### src/rtl/ctx_tag_pkg.sv
package ctx_tag_pkg;
  typedef enum logic [1:0] {
    OP_GEN      = 2'b00,
    OP_CHECK    = 2'b01,
    OP_INVAL    = 2'b10,
    OP_INVAL_X  = 2'b11
  } tag_op_e;

  localparam int unsigned AGG_REGION_A = 2;
  localparam int unsigned AGG_REGION_B = 4;
endpackage

### src/rtl/ctx_crc8_par.sv
module ctx_crc8_par #(
  parameter int unsigned DATA_W = 32,
  parameter int unsigned CRC_W  = 8,
  parameter logic [CRC_W-1:0] POLY = 8'h07,
  parameter logic [CRC_W-1:0] SEED = 8'hFF
) (
  input  logic [DATA_W-1:0] data_i,
  output logic [CRC_W-1:0]  crc_o
);
  // serial LFSR, used only at elaboration to derive XOR masks
  function automatic logic [CRC_W-1:0] lfsr_run(input logic [DATA_W-1:0] w,
                                                input logic [CRC_W-1:0] s);
    logic [CRC_W-1:0] c;
    logic fb;
    c = s;
    for (int i = DATA_W - 1; i >= 0; i--) begin
      fb = c[CRC_W-1] ^ w[i];
      c  = {c[CRC_W-2:0], 1'b0};
      if (fb) c = c ^ POLY;
    end
    return c;
  endfunction

  function automatic logic [DATA_W-1:0] col_mask(input int k);
    logic [DATA_W-1:0] m;
    logic [CRC_W-1:0] r;
    for (int j = 0; j < DATA_W; j++) begin
      r    = lfsr_run(DATA_W'(1) << j, '0);
      m[j] = r[k];
    end
    return m;
  endfunction

  localparam logic [CRC_W-1:0] SEED_TERM = lfsr_run('0, SEED);

  for (genvar k = 0; k < CRC_W; k++) begin : g_bit
    localparam logic [DATA_W-1:0] MASK = col_mask(k);
    assign crc_o[k] = (^(data_i & MASK)) ^ SEED_TERM[k];
  end

  // bit 0 against the fixed equation for the default configuration
  if (DATA_W == 32 && CRC_W == 8 && POLY == 8'h07 && SEED == 8'hFF) begin : g_chk
    always_comb begin
      a_r2_bit0_eqn: assert (crc_o[0] == ((^(data_i & 32'hD0AD_51C1)) ^ 1'b1));
    end
  end
endmodule

### src/rtl/ctx_tag_fmt.sv
module ctx_tag_fmt
  import ctx_tag_pkg::*;
#(
  parameter int unsigned TAG_W = 8
) (
  input  tag_op_e          op_i,
  input  logic [TAG_W-1:0] crc_i,
  input  logic [TAG_W-1:0] tag_i,
  output logic [TAG_W-1:0] tag_o,
  output logic             match_o
);
  localparam int unsigned VB = TAG_W - 1;

  logic [TAG_W-1:0] fresh;
  assign fresh = {1'b1, crc_i[VB-1:0]};

  always_comb begin
    tag_o   = fresh;
    match_o = 1'b0;
    unique case (op_i)
      OP_GEN:   ;
      OP_CHECK: match_o = tag_i[VB] && (tag_i[VB-1:0] == crc_i[VB-1:0]);
      default:  tag_o = {1'b0, tag_i[VB-1:0]};
    endcase
  end
endmodule

### src/rtl/ctx_tag_unit.sv
module ctx_tag_unit
  import ctx_tag_pkg::*;
#(
  parameter int unsigned CID_W = 24,
  parameter int unsigned REG_W = 4,
  parameter int unsigned TYP_W = 4,
  parameter int unsigned TAG_W = 8
) (
  input  logic             clk_i,
  input  logic             rst_ni,
  input  logic             in_valid_i,
  input  logic [1:0]       mode_i,
  input  logic [CID_W-1:0] cid_i,
  input  logic [REG_W-1:0] region_i,
  input  logic [TYP_W-1:0] type_i,
  input  logic [TAG_W-1:0] tag_i,
  output logic             out_valid_o,
  output logic [TAG_W-1:0] tag_o,
  output logic             match_o,
  output logic             agg_o
);
  localparam int unsigned WORD_W = CID_W + REG_W + TYP_W;

  logic [WORD_W-1:0] word;
  logic [TAG_W-1:0]  crc;
  logic [TAG_W-1:0]  tag_d;
  logic              match_d;
  logic              agg_d;

  assign word  = {cid_i, region_i, type_i};
  assign agg_d = (region_i == REG_W'(AGG_REGION_A)) || (region_i == REG_W'(AGG_REGION_B));

  ctx_crc8_par #(
    .DATA_W(WORD_W),
    .CRC_W (TAG_W),
    .POLY  (TAG_W'(8'h07)),
    .SEED  ({TAG_W{1'b1}})
  ) u_crc (
    .data_i(word),
    .crc_o (crc)
  );

  ctx_tag_fmt #(.TAG_W(TAG_W)) u_fmt (
    .op_i   (tag_op_e'(mode_i)),
    .crc_i  (crc),
    .tag_i  (tag_i),
    .tag_o  (tag_d),
    .match_o(match_d)
  );

  always_ff @(posedge clk_i or negedge rst_ni) begin
    if (!rst_ni) begin
      out_valid_o <= 1'b0;
      tag_o       <= '0;
      match_o     <= 1'b0;
      agg_o       <= 1'b0;
    end else begin
      out_valid_o <= in_valid_i;
      if (in_valid_i) begin
        tag_o   <= tag_d;
        match_o <= match_d;
        agg_o   <= agg_d;
      end
    end
  end

  a_r6_valid_next: assert property (@(posedge clk_i) disable iff (!rst_ni)
    in_valid_i |=> out_valid_o);
  a_r6_idle_next: assert property (@(posedge clk_i) disable iff (!rst_ni)
    !in_valid_i |=> !out_valid_o);
  a_r3_gen_sets_valid: assert property (@(posedge clk_i) disable iff (!rst_ni)
    (in_valid_i && mode_i == 2'b00) |=> (tag_o[TAG_W-1] && !match_o));
  a_r4_no_match_on_stale: assert property (@(posedge clk_i) disable iff (!rst_ni)
    (in_valid_i && mode_i == 2'b01 && !tag_i[TAG_W-1]) |=> !match_o);
  a_r5_inval_clears: assert property (@(posedge clk_i) disable iff (!rst_ni)
    (in_valid_i && mode_i[1]) |=>
      (tag_o == {1'b0, $past(tag_i[TAG_W-2:0])}) && !match_o);
  a_r8_agg_region: assert property (@(posedge clk_i) disable iff (!rst_ni)
    in_valid_i |=> (agg_o == ($past(region_i) == REG_W'(2) || $past(region_i) == REG_W'(4))));
  a_r9_hold: assert property (@(posedge clk_i) disable iff (!rst_ni)
    !in_valid_i |=> ($stable(tag_o) && $stable(match_o) && $stable(agg_o)));
endmodule

### config.mk
export PLATFORM = sky130hd
export DESIGN_NAME = ctx_tag_unit
export DESIGN_NICKNAME = d
export VERILOG_FILES = /design/src/rtl/ctx_tag_pkg.sv /design/src/rtl/ctx_crc8_par.sv /design/src/rtl/ctx_tag_fmt.sv /design/src/rtl/ctx_tag_unit.sv
export SDC_FILE = /design/constraint.sdc
export NUM_CORES = 1
export LEC_CHECK = 0
export BUFFER_PORTS_ARGS = -buffer_cell sky130_fd_sc_hd__buf_4
export CORE_MARGIN = 5
export CORE_UTILIZATION = 48
export DETAILED_ROUTE_END_ITERATION = 16
export GPL_ROUTABILITY_DRIVEN = 0
export GPL_TIMING_DRIVEN = 0
export PLACE_DENSITY = 0.88
export SLEW_MARGIN = 20
export SYNTH_ARGS = -nofsm -noshare
export SYNTH_HDL_FRONTEND = slang
export SYNTH_SLANG_ARGS = --single-unit
### constraint.sdc
create_clock -name clk_i -period 0.81 [get_ports clk_i]
set_input_delay 0.1215 -clock clk_i [delete_from_list [all_inputs] [get_ports clk_i]]
set_output_delay 0.1215 -clock clk_i [all_outputs]
set_load 0.05 [all_outputs]
==> metrics, run 1 <==
status=did not finish; Fail Step=global routing; Err=[ERROR DPL-0038] Utilization greater than 100%, impossible to legalize; syn_area_per_cell=10.9 µm²; placed cells=204; EDFF count, synth=0; row count=18; worst ep type=register data pin; DP HPWL=3000 µm; Post-synth top cells=40 x xnor2_1, 11 x dfrtp_1, 9 x nor2_1, 9 x xnor3_1, 8 x a21oi_1; Synth Cell Area=~1300 µm²; largest net degree at the start of global routing=12; H-tree depth=1; die width=between 60 and 70 µm; Synth top area share=0.269; #FFs+latches synth=11; clock buffer count from CTS=3; Worst EP post-GRT repair=match_o$_DFFE_PN0P_/D; cell count after synthesis=119; CTS Buffer Depth=2; sequential share of the synthesized area=0.212; Syn Nets=168; Top Ports=56; Most used DFF post-synth=dfrtp_1; post-synth cell types=23; Num Clock Sinks=11; IO Port Bufs=55; Async SR Flop Fraction=1.00; Initial Utilization=0.511; Yosys Warn Count=0; top cells by area, synth=xnor2_1 27%, dfrtp_1 21%, xnor3_1 16%; Clock Root Buffer=clkbuf_4; Die H=62.1 µm; most common cell in the netlist=xnor2_1; cell taking the most area after synthesis=xnor2_1
through the flow:
step                       util  setup slack [ns]  hold WS [ns]  instance area [µm²]
after floorplan               -             -1.09        -0.174                 1510
after global placement    0.768             -1.34       -0.0435                 1960
after detailed placement  0.768             -1.45       -0.0379                 1960
after CTS                 0.907             -1.06         0.147                 2310
cells by family after synthesis:
family | count (synthesis) | share of synthesized area
AO/OA/AOI/OAI | 13 | 0.0625
XOR/XNOR | 61 | 0.561
multiplexers | 6 | 0.0471
AND/OR/NAND/NOR | 15 | 0.0539
adder cells (fa/ha/maj) | 4 | 0.0385
buffers and inverters | 9 | 0.0260
flip-flops | 11 | 0.212
what timing repair did:
action                                  in CTS
gates resized for setup                     44
hold endpoints to repair                    12
buffers inserted                            10
pin swaps                                   19
hold buffers                                 2
endpoints found under the setup margin      19
==> inputs of run 2 (changes only) <==
CORE_AREA = 5 5 66 68   (was unset)
CORE_MARGIN = unset   (was 5)
CORE_UTILIZATION = unset   (was 48)
DIE_AREA = 0 0 71 73   (was unset)
PLACE_DENSITY = unset   (was 0.88)
PLACE_DENSITY_LB_ADDON = 0.15   (was unset)
==> run 2 against run 1 <==
The flow now finishes, with violations (setup timing). Synthesized cell count is the same. Synthesized area is the same.
==> metrics, run 2 <==
Nets=250; area grow syn2layout=103%; global-route wire length before repair=5670 µm; layout cells sized above 1=0.665; Most used DFF post-synth=dfrtp_1; initial antenna violation count=0; #FFs+latches synth=11; max cap viols=0; Synth top area share=0.269; hold crit path type=in -> reg; sequential share of the synthesized area=0.212; Synth Area in Compound Gates=0.0625; Final min period=approximately 1.8 ns; FMAX=564 MHz; largest net degree at the start of global routing=12; DRT Wirelength=3630 µm; DRT Pass-1 Iters=4; pre-CTS setup slack=-1.40 ns; cell taking the most area after synthesis=xnor2_1; Top Ports=56; Remaining Overflow, GRT=0; Num Clock Sinks=11; Fill cells=286; gr usage total=0.138; Lkg Pwr=~1.2 nW; vias in the first global route=1,223; Async SR Flop Fraction=1.00; failing checks=setup timing; simple-gate share of the synthesized area=0.0538; Critical Path RT=0.96 ns; adder-cell share of the synthesized area=0.0385; Arrival @ worst endpoint=about 1.9 ns; CTS Buffer Depth=2; commonest non-fill, non-tap cells in the layout=46 x buf_4, 23 x buf_6, 18 x xnor2_2; clk_skew=0 ns; largest register by flop count=tag_o; die width=71 µm; Tot Pwr=between 5 and 6 mW; Ant. Diodes=0; Wirelength per Cell=~15 µm; Final WS setup=-0.962 ns; Clock Root Buffer=clkbuf_8; row count=23; Slew @ Worst Pin=0.598 ns; register clock-pin slew on the reported worst setup and hold paths=roughly 0.05 ns; cell count after synthesis=between 100 and 150; clock buffer count from CTS=3; max FFs per register=8; Via density=4.56; final setup vio count=19; XOR/XNOR Fraction of Synth Area=0.561; WS Path Type=in -> reg; status=finished, violations left; initial drt markers=9; post-synth cell types=23; DR vias=1,140; crit path launch type=primary input; Syn Nets=168; DR DRC count=0; Die H=between 70 and 80 µm; Die ar.=between 5000 and 6000 µm²; H-tree depth=1; Final Cycle Share=2.19; EDFF count, synth=0; Cell Pwr Density=1910 nW/µm²; main combinational cell family by area after synthesis=XOR/XNOR gates; CP Max Fanout=2; worst skew pair latency=0.23 ns; final hold viol count=0; Pins Over Slew Limit=0; multiplexer share of the synthesized area=0.0471; Yosys Warn Count=0; top cells by area, synth=xnor2_1 27%, dfrtp_1 21%, xnor3_1 16%; setup TNS=-5.47 ns; VDD IR max=0.000724 V; core box area=3800 µm²; DP HPWL=approximately 2800 µm; syn_area_per_cell=10.9 µm²; remaining antenna violation count=0; most common cell in the netlist=xnor2_1; Synth Cell Area=1300 µm²; Initial Utilization=0.343; Post-synth top cells=40 x xnor2_1, 11 x dfrtp_1, 9 x nor2_1, 9 x xnor3_1, 8 x a21oi_1; Worst slew margin=0.601; Setup crit end kind=flop; IO Port Bufs=55; leading cell type in the layout, fill and taps excluded=buf_4; RSZ-0062 raised after global routing=yes; CTS tree=built
==> run 2: what timing repair did <==
item / CTS / global route
pin swaps: 17 / 20
gates resized for setup: 42 / 36
hold buffers: 1 / 1
setup endpoints to repair: 19 / 19
setup buffers: 8 / 12
endpoints found under the hold margin: 11 / 1
==> run 2: cell families (layout without fill, tap and decap cells) <==
group                    after synthesis  after routing
XOR/XNOR                              61             61
AND/OR/NAND/NOR                       15             15
AO/OA/AOI/OAI                         13             13
flip-flops                            11             11
buffers and inverters                  9             90
multiplexers                           6              6
adder cells (fa/ha/maj)                4              4
==> run 2: layer usage <==
layer	GRT usage	wire (µm)	vias to the layer above
li1	-	-	554
met1	0.166	1350	556
met2	0.262	2140	30
met3	0.0317	142	0
met4	0.0125	0	0
met5	0	0	-
==> run 2: cell type report <==
cell class	instances	area, µm²	share of cell area
multi-input cells	99	1470	0.555
repair buffers	77	734	0.278
flip-flops and latches	11	278	0.105
well taps	50	62.6	0.0237
clock buffers	4	45.0	0.0170
inverters	6	42.5	0.0161
plain buffers	3	13.8	0.00520
==> run 2: per-stage QoR <==
stage / hold WS (ns) / utilization / cells / instance area [µm²]
2_1_floorplan: -0.174 / - / 119 / 1510
3_3_place_gp: -0.0425 / 0.521 / 224 / 1980
3_5_place_dp: -0.0396 / 0.521 / 224 / 1980
4_1_cts: 0.00153 / 0.615 / 237 / 2340
5_1_grt: 0.192 / 0.696 / 250 / 2650
6_report: 0.181 / 0.696 / 250 / 2650
==> run 2: worst max-delay path, stage by stage <==
cell and delay [ns]:
buf_4 0.14, xor2_4 0.19, xnor2_4 0.17, xor3_1 0.47
xnor2_1 0.15, or4_4 0.48, o32ai_2 0.19
==> run 2: final timing paths <==
check	startpoint	endpoint	slack, ns	cells past startpoint
setup / recovery	cid_i[8]	match_o	-0.96	7
hold / removal	tag_i[5]	tag_o[5]	0.18	3
setup reg to reg	tag_o[6]	tag_o[6]	0.01	3
hold reg to reg	tag_o[4]	tag_o[4]	0.54	1
max in group asynchronous	rst_ni	agg_o	0.40	2
min in group asynchronous	rst_ni	match_o	0.26	2
==> run 2: power by group <==
group / switching [mW] / internal [mW] / total, mW
Clock: 0.199 / 0.345 / 0.544
Combinational: 1.64 / 2.10 / 3.74
Sequential: 0.0916 / 0.679 / 0.770
Total: 1.94 / 3.12 / 5.06
Power figures use the tool's default switching activity.
